**config.mk**
```make
export PLATFORM = sky130hd
export DESIGN_NAME = parcel_boundary_decoder
export DESIGN_NICKNAME = d
export VERILOG_FILES = /design/src/rtl/pbd_pkg.sv /design/src/rtl/pbd_boundary_scan.sv /design/src/rtl/pbd_slot_extract.sv /design/src/rtl/parcel_boundary_decoder.sv
export SDC_FILE = /design/constraint.sdc
export NUM_CORES = 1
export LEC_CHECK = 0
export BUFFER_PORTS_ARGS = -buffer_cell sky130_fd_sc_hd__buf_4
export CORE_MARGIN = 5
export CORE_UTILIZATION = 46
export CTS_CLUSTER_DIAMETER = 100
export DETAILED_ROUTE_END_ITERATION = 16
export GPL_ROUTABILITY_DRIVEN = 0
export PLACE_DENSITY = 0.8
export SYNTH_ARGS = -nofsm -noshare
export SYNTH_HDL_FRONTEND = slang
export SYNTH_SLANG_ARGS = --single-unit
```
**constraint.sdc**
```tcl
create_clock -name clk -period 2.7 [get_ports clk]
set_clock_uncertainty 0.05 [all_clocks]
set_input_delay 0.27 -clock clk [delete_from_list [all_inputs] [get_ports clk]]
set_output_delay 0.27 -clock clk [all_outputs]
set_load 0.05 [all_outputs]
```
**src/rtl/pbd_pkg.sv**
```systemverilog
package pbd_pkg;
  localparam int PW      = 16;
  localparam int LEN_W   = 2;
  localparam int OPC_W   = 5;
  localparam int REG_W   = 4;
  localparam int CARRY_W = LEN_W;

  typedef struct packed {
    logic [LEN_W-1:0] len;
    logic             noflag;
    logic [OPC_W-1:0] opc;
    logic [REG_W-1:0] ra;
    logic [REG_W-1:0] rb;
  } parcel_t;
endpackage

```
**src/rtl/pbd_boundary_scan.sv**
```systemverilog
module pbd_boundary_scan
  import pbd_pkg::*;
#(
  parameter int NP = 8
) (
  input  logic [NP*PW-1:0]   blk,
  input  logic [CARRY_W-1:0] carry_in,
  output logic [NP-1:0]      start,
  output logic [CARRY_W-1:0] carry_out
);
  logic [NP*LEN_W-1:0] codes;

  for (genvar g = 0; g < NP; g++) begin : g_code
    parcel_t p;
    assign p = parcel_t'(blk[g*PW +: PW]);
    assign codes[g*LEN_W +: LEN_W] = p.len;
  end

  // skip counts parcels still owned by an earlier instruction
  always_comb begin
    logic [CARRY_W-1:0] skip;
    skip  = carry_in;
    start = '0;
    for (int i = 0; i < NP; i++) begin
      if (skip == '0) begin
        start[i] = 1'b1;
        skip     = codes[i*LEN_W +: LEN_W];
      end else begin
        skip = skip - 1'b1;
      end
    end
    carry_out = skip;
  end
endmodule

```
**src/rtl/pbd_slot_extract.sv**
```systemverilog
module pbd_slot_extract
  import pbd_pkg::*;
#(
  parameter int NP = 8
) (
  input  logic [NP*PW-1:0]    blk,
  input  logic [NP-1:0]       start,
  output logic [NP*LEN_W-1:0] len,
  output logic [NP-1:0]       noflag,
  output logic [NP*OPC_W-1:0] opc,
  output logic [NP*REG_W-1:0] ra,
  output logic [NP*REG_W-1:0] rb
);
  for (genvar g = 0; g < NP; g++) begin : g_slot
    parcel_t p;
    assign p = start[g] ? parcel_t'(blk[g*PW +: PW]) : '0;
    assign len[g*LEN_W +: LEN_W] = p.len;
    assign noflag[g]             = p.noflag;
    assign opc[g*OPC_W +: OPC_W] = p.opc;
    assign ra[g*REG_W +: REG_W]  = p.ra;
    assign rb[g*REG_W +: REG_W]  = p.rb;
  end
endmodule

```
**src/rtl/parcel_boundary_decoder.sv**
```systemverilog
module parcel_boundary_decoder
  import pbd_pkg::*;
#(
  parameter int NP = 8
) (
  input  logic                clk,
  input  logic                rst_n,
  input  logic                flush,
  input  logic                in_valid,
  output logic                in_ready,
  input  logic [NP*PW-1:0]    in_block,
  output logic                out_valid,
  input  logic                out_ready,
  output logic [NP-1:0]       out_start,
  output logic [NP*LEN_W-1:0] out_len,
  output logic [NP-1:0]       out_noflag,
  output logic [NP*OPC_W-1:0] out_opc,
  output logic [NP*REG_W-1:0] out_reg1,
  output logic [NP*REG_W-1:0] out_reg2
);
  logic [CARRY_W-1:0] carry_q, carry_eff, carry_nx;
  logic [NP-1:0]       start_c, noflag_c;
  logic [NP*LEN_W-1:0] len_c;
  logic [NP*OPC_W-1:0] opc_c;
  logic [NP*REG_W-1:0] ra_c, rb_c;
  logic                accept;

  assign in_ready  = !out_valid || out_ready;
  assign accept    = in_valid && in_ready;
  assign carry_eff = flush ? '0 : carry_q;

  pbd_boundary_scan #(.NP(NP)) u_scan (
    .blk(in_block), .carry_in(carry_eff), .start(start_c), .carry_out(carry_nx)
  );

  pbd_slot_extract #(.NP(NP)) u_fields (
    .blk(in_block), .start(start_c), .len(len_c), .noflag(noflag_c),
    .opc(opc_c), .ra(ra_c), .rb(rb_c)
  );

  always_ff @(posedge clk or negedge rst_n) begin
    if (!rst_n) begin
      carry_q    <= '0;
      out_valid  <= 1'b0;
      out_start  <= '0;
      out_len    <= '0;
      out_noflag <= '0;
      out_opc    <= '0;
      out_reg1   <= '0;
      out_reg2   <= '0;
    end else if (accept) begin
      carry_q    <= carry_nx;
      out_valid  <= 1'b1;
      out_start  <= start_c;
      out_len    <= len_c;
      out_noflag <= noflag_c;
      out_opc    <= opc_c;
      out_reg1   <= ra_c;
      out_reg2   <= rb_c;
    end else begin
      if (out_ready) out_valid <= 1'b0;
      if (flush) carry_q <= '0;
    end
  end
endmodule

```
==> run_results.csv <==
group,metric,value,unit
outcome,status,"completed",
finish,area_delta_synth_final,51.0,%
clock_network,clock_latency,0.40,ns
synthesis,ys_seq_area_share,63.9,%
grt,antenna_found_initial,0,
power,leakage,4.26,nW
finish,multi_input_area,1870,µm²
sta,period_needed,2.50,ns
synthesis,synth_cells,396,
finish,final_common_cell,"buf_4",
routing,num_vias,4457,
placement,place_ws,0.0382,ns
clock_network,clkTransAtPathRegs,0.06,ns
placement,dp_hpwl,12100,µm
finish,drive_gt1_share,50.5,%
finish,antennaDiodeCount,0,
synthesis,syn_area,5440,µm²
power,power.density,879,nW/µm²
power,vdd_ir_drop_max,545,µV
sta,setup_violations,0,
clock_network,clock_tree.buffer_depth,2,
finish,register_area,3480,µm²
critical_path,crit_path_max_fanout,16,
synthesis,ys_ff_latch,139,
routing,postRouteAntennaNets,0,
routing,drc,0,
critical_path,worstPathArrival,2.74,ns
finish,final_cell_mix,"buf_4, dfrtp_1, a22o_1",
critical_path,criticalPathCategory,"flop to flop",
floorplan,std_cell_rows,39,
grt,grt_pass1_wl,26100,µm
synthesis,synth_area_per_cell,13.7,µm²
sta,slew_violations,0,
synthesis,yosysWarnings,0,
clock_network,cts_made_buffers,17,
floorplan,ios,271,
finish,n_fill_cell,812,
synthesis,synth_nets,529,
sta,fin_setup_tns,0,ns
floorplan,core-area,11500,µm²
clock_network,cts-root-buf,"clkbuf_16",
grt,grt.overflow.total,0,
job,max-cap-violations,0,
routing,vias_per_cell,5.40,
routing,dr.pass1.iters,5,
synthesis,ys.flop_type,"dfrtp_1",
floorplan,die_h,119,µm
critical_path,worstPathRequired,2.94,ns
critical_path,start_kind,"flop",
finish,fin_util,71.4,%
sta,setup_slack,0.199,ns
finish,stdcell_count,826,
floorplan,initial_core_util,47.3,%
finish,layout.nets,804,
synthesis,synth-edff-count,0,
placement,io_buffers,270,
floorplan,fp.dieW,119,µm
sta,worstMarginPinSlew,1.13,ns
routing,drtIter0Drc,383,
routing,wl_per_cell,20.2,µm
placement,placed_cells,792,
synthesis,ys_types,49,
grt,first_global_vias,4724,
critical_path,endpoint_kind,"flop",
grt,grt_use_total,23.3,%
routing,routed_wl,16700,µm
synthesis,synthArstFlopShare,100,%
clock_network,cts_tree,"done",
worst_hold_path,hp-class,"primary input to flop",
grt,grt_start_max_net_pins,88,
clock_network,h-tree-depth,4,
critical_path,ff2ff_setup_slack,0.20,ns
sta,final-hold-violation-count,0,
sta,max_freq,0.400,GHz
sta,holdWs,0.0239,ns
floorplan,die_area,14100,µm²
sta,relSlewSlack,24.2,%
clock_network,cts.sinks,139,
sta,min_period_over_period,92.6,%
sta,rsz0062_at_grt,"false",
-- synthesized netlist by cell type, types with 2 or more instances --
library cell | instances | share of area (%)
dfrtp_1 | 139 | 64
a22o_1 | 110 | 18
nor2_1 | 39 | 2.7
clkbuf_1 | 22 | 1.5
nor3_2 | 11 | 2.0
nand2_1 | 8 | 0.55
a21o_1 | 7 | 0.97
nor3_1 | 6 | 0.55
a21oi_1 | 3 | 0.28
o21ai_0 | 3 | 0.28
a211oi_4 | 2 | 0.74
a22oi_4 | 2 | 0.78
a31oi_1 | 2 | 0.23
and3_1 | 2 | 0.23
buf_2 | 2 | 0.18
inv_1 | 2 | 0.14
nand2_2 | 2 | 0.23
nand2b_1 | 2 | 0.23
or2_2 | 2 | 0.23
-- path summary, 6_finish.rpt --
path,from,endpoint,cells past startpoint
max,carry_q[1],out_opc[39],9
min,in_block[99],out_reg2[27],2
max reg2reg,carry_q[1],out_opc[39],9
min reg2reg,out_start[5],out_start[5],1
max in group asynchronous,rst_n,out_len[5],3
min in group asynchronous,rst_n,out_reg2[14],2
-- kinds of logic after synthesis --
| kind of cell | count (synthesis) | synth area share, % |
|---|---|---|
| AOI/OAI and AO/OA | 147 | 25.0 |
| DFF | 139 | 63.9 |
| and+or+nand+nor | 81 | 8.53 |
| buffers and inverters | 28 | 2.32 |
| muxes | 1 | 0.207 |
-- cell type report --
type | count | area share (%)
flip-flops and latches | 139 | 42.3
repair buffers | 282 | 26.0
multi-input cells | 229 | 22.7
clock buffers | 23 | 5.82
well taps | 143 | 2.18
clock inverters | 8 | 0.837
inverters | 2 | 0.0913
-- repair_timing --
action / 4_1_cts / 5_1_grt
endpoints found under the setup margin: 0 / 37
gates resized for setup: 0 / 3
buffers inserted: 0 / 2
endpoints found under the hold margin: 85 / 0
hold buffers: 1 / 0
-- flip-flops by register name, indices dropped and copies added (netlist names) --
name and flops:
out_reg1 32, out_start 8, out_opc 40, carry_q 2, out_len 16, out_valid 1
out_reg2 32, out_noflag 8
-- routing by layer --
layer	global-route usage [%]	share of wire, %	wire (µm)
met1	28.6	39	6530
met2	39.2	51	8510
met3	7.12	8.0	1340
met4	8.54	1.9	322
met5	0	0	0
-- where the power goes --
group	leakage, nW	internal [W]	switching (W)
registers	1.80	0.00240	0.000191
logic	2.18	0.000824	0.00167
clock network	0.276	0.00133	0.000820
total	4.26	0.00455	0.00268
-- through the flow --
stage,power [W],cell area [µm²]
after detailed placement,0.00511,7640
after floorplan,0.00420,5450
after global routing,0.00750,8220
final,0.00722,8220
after global placement,0.00506,7640
after CTS,0.00728,8190
-- worst max-delay path: stages (launching register included) --
cell and delay [ns]:
dfrtp_1 0.42, o21bai_1 0.29, and3_2 0.31, a2111oi_4 0.06, a21o_2 0.27, a21oi_4 0.26
o2bb2ai_2 0.14, a211oi_4 0.26, buf_6 0.23, nor3_1 0.08
No activity file was read; power rests on OpenSTA's default activity.
